==> config.mk <==
export PLATFORM = sky130hd
export DESIGN_NAME = sdma_interleave_seq
export DESIGN_NICKNAME = d
export VERILOG_FILES = /design/src/rtl/sdma_pkg.sv /design/src/rtl/sdma_beat_ctr.sv /design/src/rtl/sdma_addr_gen.sv /design/src/rtl/sdma_interleave_seq.sv
export SDC_FILE = /design/constraint.sdc
export NUM_CORES = 1
export LEC_CHECK = 0
export BUFFER_PORTS_ARGS = -buffer_cell sky130_fd_sc_hd__buf_2
export CAP_MARGIN = 40
export CORE_UTILIZATION = 50
export CTS_BUF_LIST = sky130_fd_sc_hd__clkbuf_4 sky130_fd_sc_hd__clkbuf_8
export CTS_CLUSTER_SIZE = 16
export DETAILED_ROUTE_END_ITERATION = 10
export GPL_TIMING_DRIVEN = 0
export HOLD_SLACK_MARGIN = 0.12
export PLACE_DENSITY_LB_ADDON = 0.05
export SYNTH_ARGS = -nofsm -noshare
export SYNTH_HDL_FRONTEND = slang
export SYNTH_SLANG_ARGS = --single-unit
==> constraint.sdc <==
create_clock -name clk -period 4.1 [get_ports clk]
set_input_delay 0.82 -clock clk [delete_from_list [all_inputs] [get_ports clk]]
set_output_delay 0.82 -clock clk [all_outputs]
set_load 0.02 [all_outputs]
==> src/rtl/sdma_pkg.sv <==
// Shared types for the interleaved scratchpad DMA sequencer.
// Assumes byte addresses with 16-byte quadwords.
package sdma_pkg;
    localparam int QW_SHIFT = 4;

    typedef enum logic [1:0] {
        ST_IDLE = 2'd0,
        ST_RUN  = 2'd1,
        ST_FIN  = 2'd2
    } sdma_state_e;
endpackage

==> src/rtl/sdma_beat_ctr.sv <==
// Counts the quadwords left in a transfer and the position inside the
// current burst, and flags the last beat of each burst and of the transfer.
// Assumes BLEN_W <= CNT_W and that step is only raised while beats remain.
module sdma_beat_ctr #(
    parameter int CNT_W  = 16,
    parameter int BLEN_W = 8
) (
    input  logic              clk,
    input  logic              rst_n,
    input  logic              load,
    input  logic [CNT_W-1:0]  total,
    input  logic [BLEN_W-1:0] blen,
    input  logic              step,
    output logic [CNT_W-1:0]  remaining,
    output logic              burst_end,
    output logic              last
);
    logic [CNT_W-1:0] rem_q;
    logic [CNT_W-1:0] eff_q;
    logic [CNT_W-1:0] pos_q;
    logic [CNT_W-1:0] pos_inc;

    assign pos_inc   = pos_q + CNT_W'(1);
    assign last      = (rem_q == CNT_W'(1));
    assign burst_end = last || (pos_inc == eff_q);
    assign remaining = rem_q;

    // Capture the count and effective burst size, then track progress per beat.
    always_ff @(posedge clk) begin
        if (!rst_n) begin
            rem_q <= '0;
            eff_q <= '0;
            pos_q <= '0;
        end else if (load) begin
            rem_q <= total;
            eff_q <= (blen == '0) ? total : CNT_W'(blen);
            pos_q <= '0;
        end else if (step) begin
            rem_q <= rem_q - CNT_W'(1);
            pos_q <= burst_end ? '0 : pos_inc;
        end
    end
endmodule

==> src/rtl/sdma_addr_gen.sv <==
// Holds the main-memory and scratchpad quadword pointers. The scratchpad
// pointer wraps naturally at its width. The main pointer adds the skip
// length after a burst-closing beat. The low four address bits are forced
// to zero.
module sdma_addr_gen #(
    parameter int MA_W   = 32,
    parameter int SA_W   = 14,
    parameter int BLEN_W = 8
) (
    input  logic              clk,
    input  logic              rst_n,
    input  logic              load,
    input  logic [MA_W-1:0]   maddr_in,
    input  logic [SA_W-1:0]   saddr_in,
    input  logic [BLEN_W-1:0] skip_in,
    input  logic              step,
    input  logic              burst_end,
    output logic [MA_W-1:0]   maddr,
    output logic [SA_W-1:0]   saddr
);
    import sdma_pkg::*;

    localparam int MQ_W = MA_W - QW_SHIFT;
    localparam int SQ_W = SA_W - QW_SHIFT;

    logic [MQ_W-1:0]   mq_q;
    logic [SQ_W-1:0]   sq_q;
    logic [BLEN_W-1:0] skip_q;
    logic [MQ_W-1:0]   m_incr;

    assign m_incr = MQ_W'(1) + (burst_end ? MQ_W'(skip_q) : '0);
    assign maddr  = {mq_q, {QW_SHIFT{1'b0}}};
    assign saddr  = {sq_q, {QW_SHIFT{1'b0}}};

    // Load aligned pointers at start, advance both on every accepted beat.
    always_ff @(posedge clk) begin
        if (!rst_n) begin
            mq_q   <= '0;
            sq_q   <= '0;
            skip_q <= '0;
        end else if (load) begin
            mq_q   <= maddr_in[MA_W-1:QW_SHIFT];
            sq_q   <= saddr_in[SA_W-1:QW_SHIFT];
            skip_q <= skip_in;
        end else if (step) begin
            mq_q <= mq_q + m_incr;
            sq_q <= sq_q + SQ_W'(1);
        end
    end
endmodule

==> src/rtl/sdma_interleave_seq.sv <==
// Top of the interleaved scratchpad DMA sequencer. A start strobe seen
// while idle captures the transfer. Requests then go out one quadword per
// cycle under valid/ready, and a one-cycle done pulse follows the last
// accepted beat. Assumes the consumer never drops a request it accepted.
module sdma_interleave_seq #(
    parameter int CNT_W  = 16,
    parameter int BLEN_W = 8,
    parameter int MA_W   = 32,
    parameter int SA_W   = 14
) (
    input  logic              clk,
    input  logic              rst_n,
    input  logic              start,
    input  logic              dir_in,
    input  logic [CNT_W-1:0]  total_qwc,
    input  logic [MA_W-1:0]   main_addr,
    input  logic [SA_W-1:0]   spad_addr,
    input  logic [BLEN_W-1:0] burst_qwc,
    input  logic [BLEN_W-1:0] skip_qwc,
    output logic              req_valid,
    input  logic              req_ready,
    output logic              req_dir,
    output logic [MA_W-1:0]   req_maddr,
    output logic [SA_W-1:0]   req_saddr,
    output logic              req_burst_end,
    output logic [CNT_W-1:0]  remaining_qwc,
    output logic              busy,
    output logic              done
);
    import sdma_pkg::*;

    sdma_state_e state_q;
    logic        load;
    logic        accept;
    logic        last;
    logic        burst_end;
    logic        dir_q;

    assign load          = start && (state_q == ST_IDLE);
    assign req_valid     = (state_q == ST_RUN);
    assign accept        = req_valid && req_ready;
    assign busy          = (state_q != ST_IDLE);
    assign done          = (state_q == ST_FIN);
    assign req_dir       = dir_q;
    assign req_burst_end = burst_end;

    // Sequence idle -> run -> finish pulse -> idle.
    always_ff @(posedge clk) begin
        if (!rst_n) begin
            state_q <= ST_IDLE;
        end else begin
            case (state_q)
                ST_IDLE: if (load) state_q <= (total_qwc == '0) ? ST_FIN : ST_RUN;
                ST_RUN:  if (accept && last) state_q <= ST_FIN;
                default: state_q <= ST_IDLE;
            endcase
        end
    end

    // Capture the direction for the whole transfer.
    always_ff @(posedge clk) begin
        if (!rst_n)    dir_q <= 1'b0;
        else if (load) dir_q <= dir_in;
    end

    sdma_beat_ctr #(
        .CNT_W (CNT_W),
        .BLEN_W(BLEN_W)
    ) u_beats (
        .clk      (clk),
        .rst_n    (rst_n),
        .load     (load),
        .total    (total_qwc),
        .blen     (burst_qwc),
        .step     (accept),
        .remaining(remaining_qwc),
        .burst_end(burst_end),
        .last     (last)
    );

    sdma_addr_gen #(
        .MA_W  (MA_W),
        .SA_W  (SA_W),
        .BLEN_W(BLEN_W)
    ) u_addr (
        .clk      (clk),
        .rst_n    (rst_n),
        .load     (load),
        .maddr_in (main_addr),
        .saddr_in (spad_addr),
        .skip_in  (skip_qwc),
        .step     (accept),
        .burst_end(burst_end),
        .maddr    (req_maddr),
        .saddr    (req_saddr)
    );
endmodule

Word level (Yosys, flattened, before mapping)

Cells that the tools add are included.

Register bits after elaboration: 97

Add/sub/neg operators: 5
Eq/ne operators: 6
Mux-type cells: 13
Bitwise operators: 1
Reduce and logical (&&, ||, !) cells: 11

Operators by type and width:

| cell                  | number |
|---|---|
| $mux 16               | 4 |
| $mux 28               | 2 |
| $add 1x28->28 const A | 1 |
| $add 28x28->28        | 1 |
| $mux 10               | 2 |
| $add 16x1->16 const B | 1 |
| $eq 16x1->1 const B   | 1 |
| $eq 16x16->1          | 1 |
| $logic_not 16->1      | 1 |
| $sub 16x1->16 const B | 1 |
| $add 10x1->10 const B | 1 |
| $logic_not 8->1       | 1 |
| $mux 8                | 1 |
| $mux 2                | 3 |
| $pmux 2 s2            | 1 |
| $reduce_bool 2->1     | 2 |
| $logic_and 1x1->1     | 3 |
| $eq 2x1->1 const B    | 1 |
| $eq 2x2->1 const B    | 1 |
| $logic_not 2->1       | 1 |
| $ne 2x1->1 const B    | 1 |
| $ne 2x2->1 const B    | 1 |
| $reduce_and 2->1      | 1 |
| $reduce_or 2->1       | 1 |
| other kinds (2)       | 2 |

Logic depth before layout (Yosys ltp)

Depth after elaboration: 8
Depth in mapped cells: 22

By module

From an unflattened synthesis, not the netlist that was laid out.

Cell total of the unflattened synthesis: 753
Area, all modules: 6194.7 um2

By module, submodules not included:

| module              | instances | cells each | area each (um2) | seq. area each (um2) |
|---|---|---|---|---|
| sdma_beat_ctr       | 1         | 386        | 3131.8          | 960.9 |
| sdma_addr_gen       | 1         | 345        | 2851.5          | 920.9 |
| sdma_interleave_seq | 1         | 22         | 211.5           | 60.1 |

Least setup slack after synthesis

No wires, ideal clock.

Path type: register to register
Start point: register u_beats.pos_q[0]
End point: register u_addr.mq_q[14]
Library setup time: 76 ps
Arrival: 4353 ps
Data required time: 4024 ps
Slack: -329 ps
Stages on the path, launching flop included: 22
Clock period less this slack: 4429 ps
Path through: dfxtp_1 > ha_1 > buf_2 > nand3_1 > xor2_1 > a211oi_1 > nand4_1 > nor4_2 > a31oi_4 > buf_4 > inv_1 > nand2_1 > ha_1 > fa_1 > nor2b_1 > o21ai_0 > a21boi_1 > o311ai_1 > or3_1 > clkbuf_1 > o31a_1 > a21boi_0

Word-level cells in the longest chain between the ends: 8

RTL lines:

| item                     | RTL line                  | source |
|---|---|---|
| start: declaration       | sdma_beat_ctr.sv:20       | `logic [CNT_W-1:0] pos_q;` |
| start signal: assignment | sdma_beat_ctr.sv:40       | `pos_q <= burst_end ? '0 : pos_inc;` |
| $add 16x1->16            | sdma_beat_ctr.sv:23       | `assign pos_inc = pos_q + CNT_W'(1);` |
| $eq 16x16->1             | sdma_beat_ctr.sv:25       | `assign burst_end = last \|\| (pos_inc == eff_q);` |
| $logic_or 1x1->1         | sdma_beat_ctr.sv:25       |  |
| named net req_burst_end  | sdma_interleave_seq.sv:25 | `output logic req_burst_end,` |
| $mux 8                   | sdma_addr_gen.sv:31       | `assign m_incr = MQ_W'(1) + (burst_end ? MQ_W'(skip_q) : '0);` |
| $add 1x28->28            | sdma_addr_gen.sv:31       |  |
| $add 28x28->28           | sdma_addr_gen.sv:46       | `mq_q <= mq_q + m_incr;` |
| $mux 28                  | sdma_addr_gen.sv:45       | `end else if (step) begin` |
| $mux 28                  | sdma_addr_gen.sv:41       | `end else if (load) begin` |
| end signal: assignment   | sdma_addr_gen.sv:42       | `mq_q <= maddr_in[MA_W-1:QW_SHIFT];` |
| end signal: assignment   | sdma_addr_gen.sv:46       |  |
| end: declaration         | sdma_addr_gen.sv:26       | `logic [MQ_W-1:0] mq_q;` |

The timed path passes the listed nets, and every way through them passes these cells. The select of a mux whose other input is x is not followed.
A chain may end at the register's enable or synchronous reset.

Worst setup path after layout

Start point: register u_beats.pos_q[0]
End point: register u_addr.mq_q[12]

Word-level cells in the longest chain between the ends: 8

RTL lines:

| item             | RTL line |
|---|---|
| $add 16x1->16    | sdma_beat_ctr.sv:23 |
| $eq 16x16->1     | sdma_beat_ctr.sv:25 |
| $logic_or 1x1->1 | sdma_beat_ctr.sv:25 |
| $mux 8           | sdma_addr_gen.sv:31 |
| $add 1x28->28    | sdma_addr_gen.sv:31 |
| $add 28x28->28   | sdma_addr_gen.sv:46 |
| $mux 28          | sdma_addr_gen.sv:45 |
| $mux 28          | sdma_addr_gen.sv:41 |

No other way between the ends. The select of a mux whose other input is x is not followed.

==> results.txt <==
The number of max-slew violations in the final report is 0. Counting along the longest clock path gives a buffer depth of 2. The half-perimeter wire length after placement came out at ~15000 µm. The number of enable-type register cells in the synthesized netlist came out at 0. The number of hold buffers added after cts came out at 0.

The wire length of the first global-routing pass came out at between 30000 and 40000 µm. For this run, the register share of the synthesized area comes to 32.7%. The I/O pin count is 150. The cell depth of the worst flop-to-flop path came out at 23. In this run the horizontal extent of the chip is about 110 µm.

Setup repair after global routing could not meet its margin everywhere. The cell count after synthesis is 760. The smallest clock period supported by the final layout is computed as approximately 4.3 ns. TritonCTS built the clock tree. The leakage power figure came out at between 3 and 4 nW. The clock reaches the later pin of the worst-skew pair after between 0.3 and 0.4 ns. The number of buffers added on ports came out at between 100 and 150.

The congestion estimate from routability-driven global placement came to ~0.95. The core region is roughly 12000 µm². The clock-pin slew of the registers on the worst-case setup and hold paths came out at 0.10 ns.

The vertical extent of the die is 111 µm. The share of synthesized registers carrying an async set or reset is 0%. The power density relative to cell area is 311 nW/µm².

The minimum setup slack among reg-to-reg paths came out at -0.19 ns. The setup violation total in the final timing report is 18. The cell sitting at the root of the clock tree is a sky130_fd_sc_hd__clkbuf_8. The mean instance size in the synthesized netlist came out at ~7.8 µm². The start point of the worst min-delay path is state_q[1]$_SDFFE_PN0P_. Across the VDD grid, the largest voltage drop is about 250 µV. The tightest min-delay check is of the reg -> reg type. The H-tree generated during clock tree synthesis spans 3 levels. Max-cap violations in this run came to 0.

The final reports fail on DRC, setup timing. The final number of hold-violating endpoints is 0. The effective utilization at floorplan came out at between 50% and 60%. The internal cell power came out at 1.62 mW.

Across the routed clock network, the largest skew measured is approximately 0.016 ns. The critical register-to-register path startpoint is u_beats.pos_q[0]$_SDFFE_PP0P_. The number of cells on the worst hold path is 1. The post-route clock period utilization is 105%.

Once routing completed, OpenROAD measured the worst setup slack at -0.191 ns. The placed instances occupy a cell area of just under 7000 µm². The full die area came out at 12300 µm². In the final design database the tool counted 1046 nets. The count of cell types in the netlist is 67. In this run the worst path has a maximum fanout of 7. The run finished, with violations left. The signed area change from the synthesized netlist to the final layout came out at 33.1%. Once detail routing completed, the nets flagged for antenna violations numbered 0. In the synthesized netlist the dominant register cell turns out to be sky130_fd_sc_hd__dfxtp_1. Based on the critical path, the design can be clocked at up to approximately 230 MHz. Once layout is done, the placed cells without fillers occupy ~7900 µm².

The number of buffers created by CTS is 9. The detailed-route wire length per cell is slightly above 20 µm. The proportion of power drawn by combinational gates is around a quarter. The cell area after synthesis came out at between 5000 and 6000 µm². The data arrival time of the worst path is between 4 and 5 ns. During synthesis, Yosys emitted a total of 0 warnings.

The switching part of the total is about a third. The number of vias per cell came out at approximately 6.3. The minimum setup slack after placement came out at -0.648 ns. Clock tree synthesis found a total of between 90 and 100 sinks.

The worst hold path terminates at state_q[1]$_SDFFE_PN0P_. The DRC violations left is 8. The site row count is 39. The top cell types in the final layout, fill and taps aside, are 135 x sky130_fd_sc_hd__buf_2, 95 x sky130_fd_sc_hd__nand2_1, 90 x sky130_fd_sc_hd__dfxtp_1, 50 x sky130_fd_sc_hd__buf_4, 43 x sky130_fd_sc_hd__a21oi_1. The global-route congestion overflow total came out at 0. The routed wire length came out at ~22000 µm. The worst setup path is of the reg -> reg kind. The combined global-route utilization of all metal layers is a little over a third.

In this run, the clock network consumes 30.3% of the power. At the pin with the least slew margin, the transition time is roughly 0.83 ns. The first TritonRoute pass finished after 11 iterations. The switching power came out at approximately 0.84 mW. The relative max-transition margin is 44.9%. The library cell used most frequently in the layout, excluding fill and tap cells, is sky130_fd_sc_hd__buf_2.

The endpoint identified for the worst register-to-register timing path is u_addr.mq_q[12]$_SDFFE_PN0P_. The fraction of final layout cells sized beyond drive strength 1 came out at 31.1%. The tightest hold path in the finished design has a slack of approximately 0.48 ns. In this run, flip-flops and latches consume 44.0% of the power. For the worst setup path, the data required time is roughly 4.4 ns. The register bit total from synthesis is 97. The capturing element type of the critical path is a flip-flop. The number of antenna violations at the first check in global routing is 2. The via count of the routed design is ~6900.

The number of DRC markers after the initial detailed-route iteration is 626. The pin count of the biggest net entering global routing is 16. The kind of launch point of the worst setup path is a flip-flop. The via count of the first global-routing pass is ~6400.
==> registers in the layout, summed over array words and instances (netlist names) <==
signal	flops
state_q	2
u_addr.mq_q	28
u_addr.skip_q	8
req_dir	1
u_addr.sq_q	10
u_beats.remaining	16
u_beats.pos_q	16
u_beats.eff_q	16
==> metrics by stage <==
| step | setup TNS (ns) | power, mW | instances | util (%) |
|---|---|---|---|---|
| floorplan | 0 | 1.43 | 767 | - |
| global placement | -7.85 | 1.63 | 1042 | 59.5 |
| detailed placement | -8.85 | 1.64 | 1042 | 59.5 |
| CTS | -0.777 | 2.39 | 1082 | 65.1 |
| global route | -4.14 | 2.54 | 1100 | 68.6 |
| finish | -2.02 | 2.46 | 1100 | 68.6 |
==> how the worst max path moves through the flow <==
| stage | depth (start not counted) | start | endpoint | slack (ns) |
|---|---|---|---|---|
| final | 23 | u_beats.pos_q[0]$_SDFFE_PP0P_ | u_addr.mq_q[12]$_SDFFE_PN0P_ | -0.19 |
| after global routing | 21 | u_beats.pos_q[0]$_SDFFE_PP0P_ | u_addr.mq_q[22]$_SDFFE_PN0P_ | -0.32 |
| after CTS | 20 | u_beats.pos_q[0]$_SDFFE_PP0P_ | u_addr.mq_q[22]$_SDFFE_PN0P_ | -0.12 |
| after detailed placement | 21 | u_beats.pos_q[1]$_SDFFE_PP0P_ | u_addr.mq_q[27]$_SDFFE_PN0P_ | -0.65 |
| after global placement | 21 | u_beats.pos_q[1]$_SDFFE_PP0P_ | u_addr.mq_q[27]$_SDFFE_PN0P_ | -0.59 |
| after floorplan | 21 | u_beats.pos_q[1]$_SDFFE_PP0P_ | u_addr.mq_q[14]$_SDFFE_PN0P_ | 0.03 |
==> what timing repair did <==
action                     4_1_cts  5_1_grt
pin swaps                       23       33
cloned                           0        0
gates resized for setup         55       66
setup endpoints to repair       20       22
buffers inserted                26       17
==> cells by family after synthesis <==
logic type / count (synthesis) / synth area share (%)
buf+inv: 77 / 5.92
fa+ha+maj: 13 / 2.87
mux: 4 / 0.675
xor+xnor: 27 / 3.98
compound gates: 228 / 26.2
simple gates: 313 / 27.5
other cells: 1 / 0.0632
flops: 97 / 32.7
==> layer usage <==
layer	part of all wire, %	up-vias	track usage [%]	wire (µm)
met5	0	-	0	0
met4	4.4	0	17.7	979
met3	8.4	80	5.58	1860
met2	48	396	59.5	10700
met1	39	3296	42.2	8710
li1	-	3132	-	-
==> layout make-up <==
class | instances | area, µm²
Tap cell | 143 | 179
Sequential cell | 97 | 1960
Antenna cell | 2 | 5.00
Buffer | 59 | 315
Timing Repair Buffer | 174 | 991
Fill cell | 995 | 3620
Clock inverter | 4 | 76.3
Clock buffer | 12 | 153
Inverter | 16 | 62.6
Multi-Input combinational cell | 593 | 4160
==> worst max-delay path, cell delays in order (launching register included) <==
cell and delay (ns):
sky130_fd_sc_hd__dfxtp_4 0.38, sky130_fd_sc_hd__ha_4 0.17, sky130_fd_sc_hd__buf_6 0.13, sky130_fd_sc_hd__nor2b_4 0.12, sky130_fd_sc_hd__o22ai_1 0.16, sky130_fd_sc_hd__o311a_1 0.22
sky130_fd_sc_hd__o211ai_1 0.16, sky130_fd_sc_hd__nor4_4 0.33, sky130_fd_sc_hd__a31oi_4 0.15, sky130_fd_sc_hd__buf_6 0.16, sky130_fd_sc_hd__inv_4 0.06, sky130_fd_sc_hd__nand2_4 0.06
sky130_fd_sc_hd__ha_4 0.17, sky130_fd_sc_hd__fa_2 0.38, sky130_fd_sc_hd__nor2b_4 0.13, sky130_fd_sc_hd__o21ai_2 0.08, sky130_fd_sc_hd__a21boi_2 0.22, sky130_fd_sc_hd__buf_4 0.17
sky130_fd_sc_hd__o311ai_4 0.15, sky130_fd_sc_hd__buf_4 0.20, sky130_fd_sc_hd__or2_4 0.26, sky130_fd_sc_hd__nor3_2 0.15, sky130_fd_sc_hd__a21oi_1 0.06, sky130_fd_sc_hd__a21boi_1 0.14
==> cell usage after synthesis, types with 13 or more instances <==
| cell type | instances | area (µm²) |
|---|---|---|
| sky130_fd_sc_hd__xnor2_1 | 18 | 158 |
| sky130_fd_sc_hd__nor4_1 | 18 | 113 |
| sky130_fd_sc_hd__a21boi_0 | 51 | 383 |
| sky130_fd_sc_hd__nor2_1 | 30 | 113 |
| sky130_fd_sc_hd__nand2_1 | 98 | 368 |
| sky130_fd_sc_hd__dfxtp_1 | 97 | 1940 |
| sky130_fd_sc_hd__o21ai_0 | 43 | 215 |
| sky130_fd_sc_hd__inv_1 | 16 | 60.1 |
| sky130_fd_sc_hd__nor2b_1 | 30 | 188 |
| sky130_fd_sc_hd__and2_1 | 13 | 81.3 |
| sky130_fd_sc_hd__clkbuf_1 | 35 | 131 |
| sky130_fd_sc_hd__nand3_1 | 39 | 195 |
| sky130_fd_sc_hd__a21oi_1 | 49 | 245 |
| sky130_fd_sc_hd__nor3_1 | 25 | 125 |
| sky130_fd_sc_hd__nand4_1 | 15 | 93.8 |
==> power groups by stage <==
| stage | registers [mW] | logic (mW) | clock network, mW |
|---|---|---|---|
| after global routing | 1.09 | 0.669 | 0.778 |
| after detailed placement | 1.09 | 0.547 | 0 |
| after floorplan | 1.13 | 0.293 | 0 |
| after global placement | 1.09 | 0.540 | 0 |
| final | 1.08 | 0.631 | 0.745 |
| after CTS | 1.07 | 0.582 | 0.739 |
Note: power is estimated with default switching activity, not from simulation.
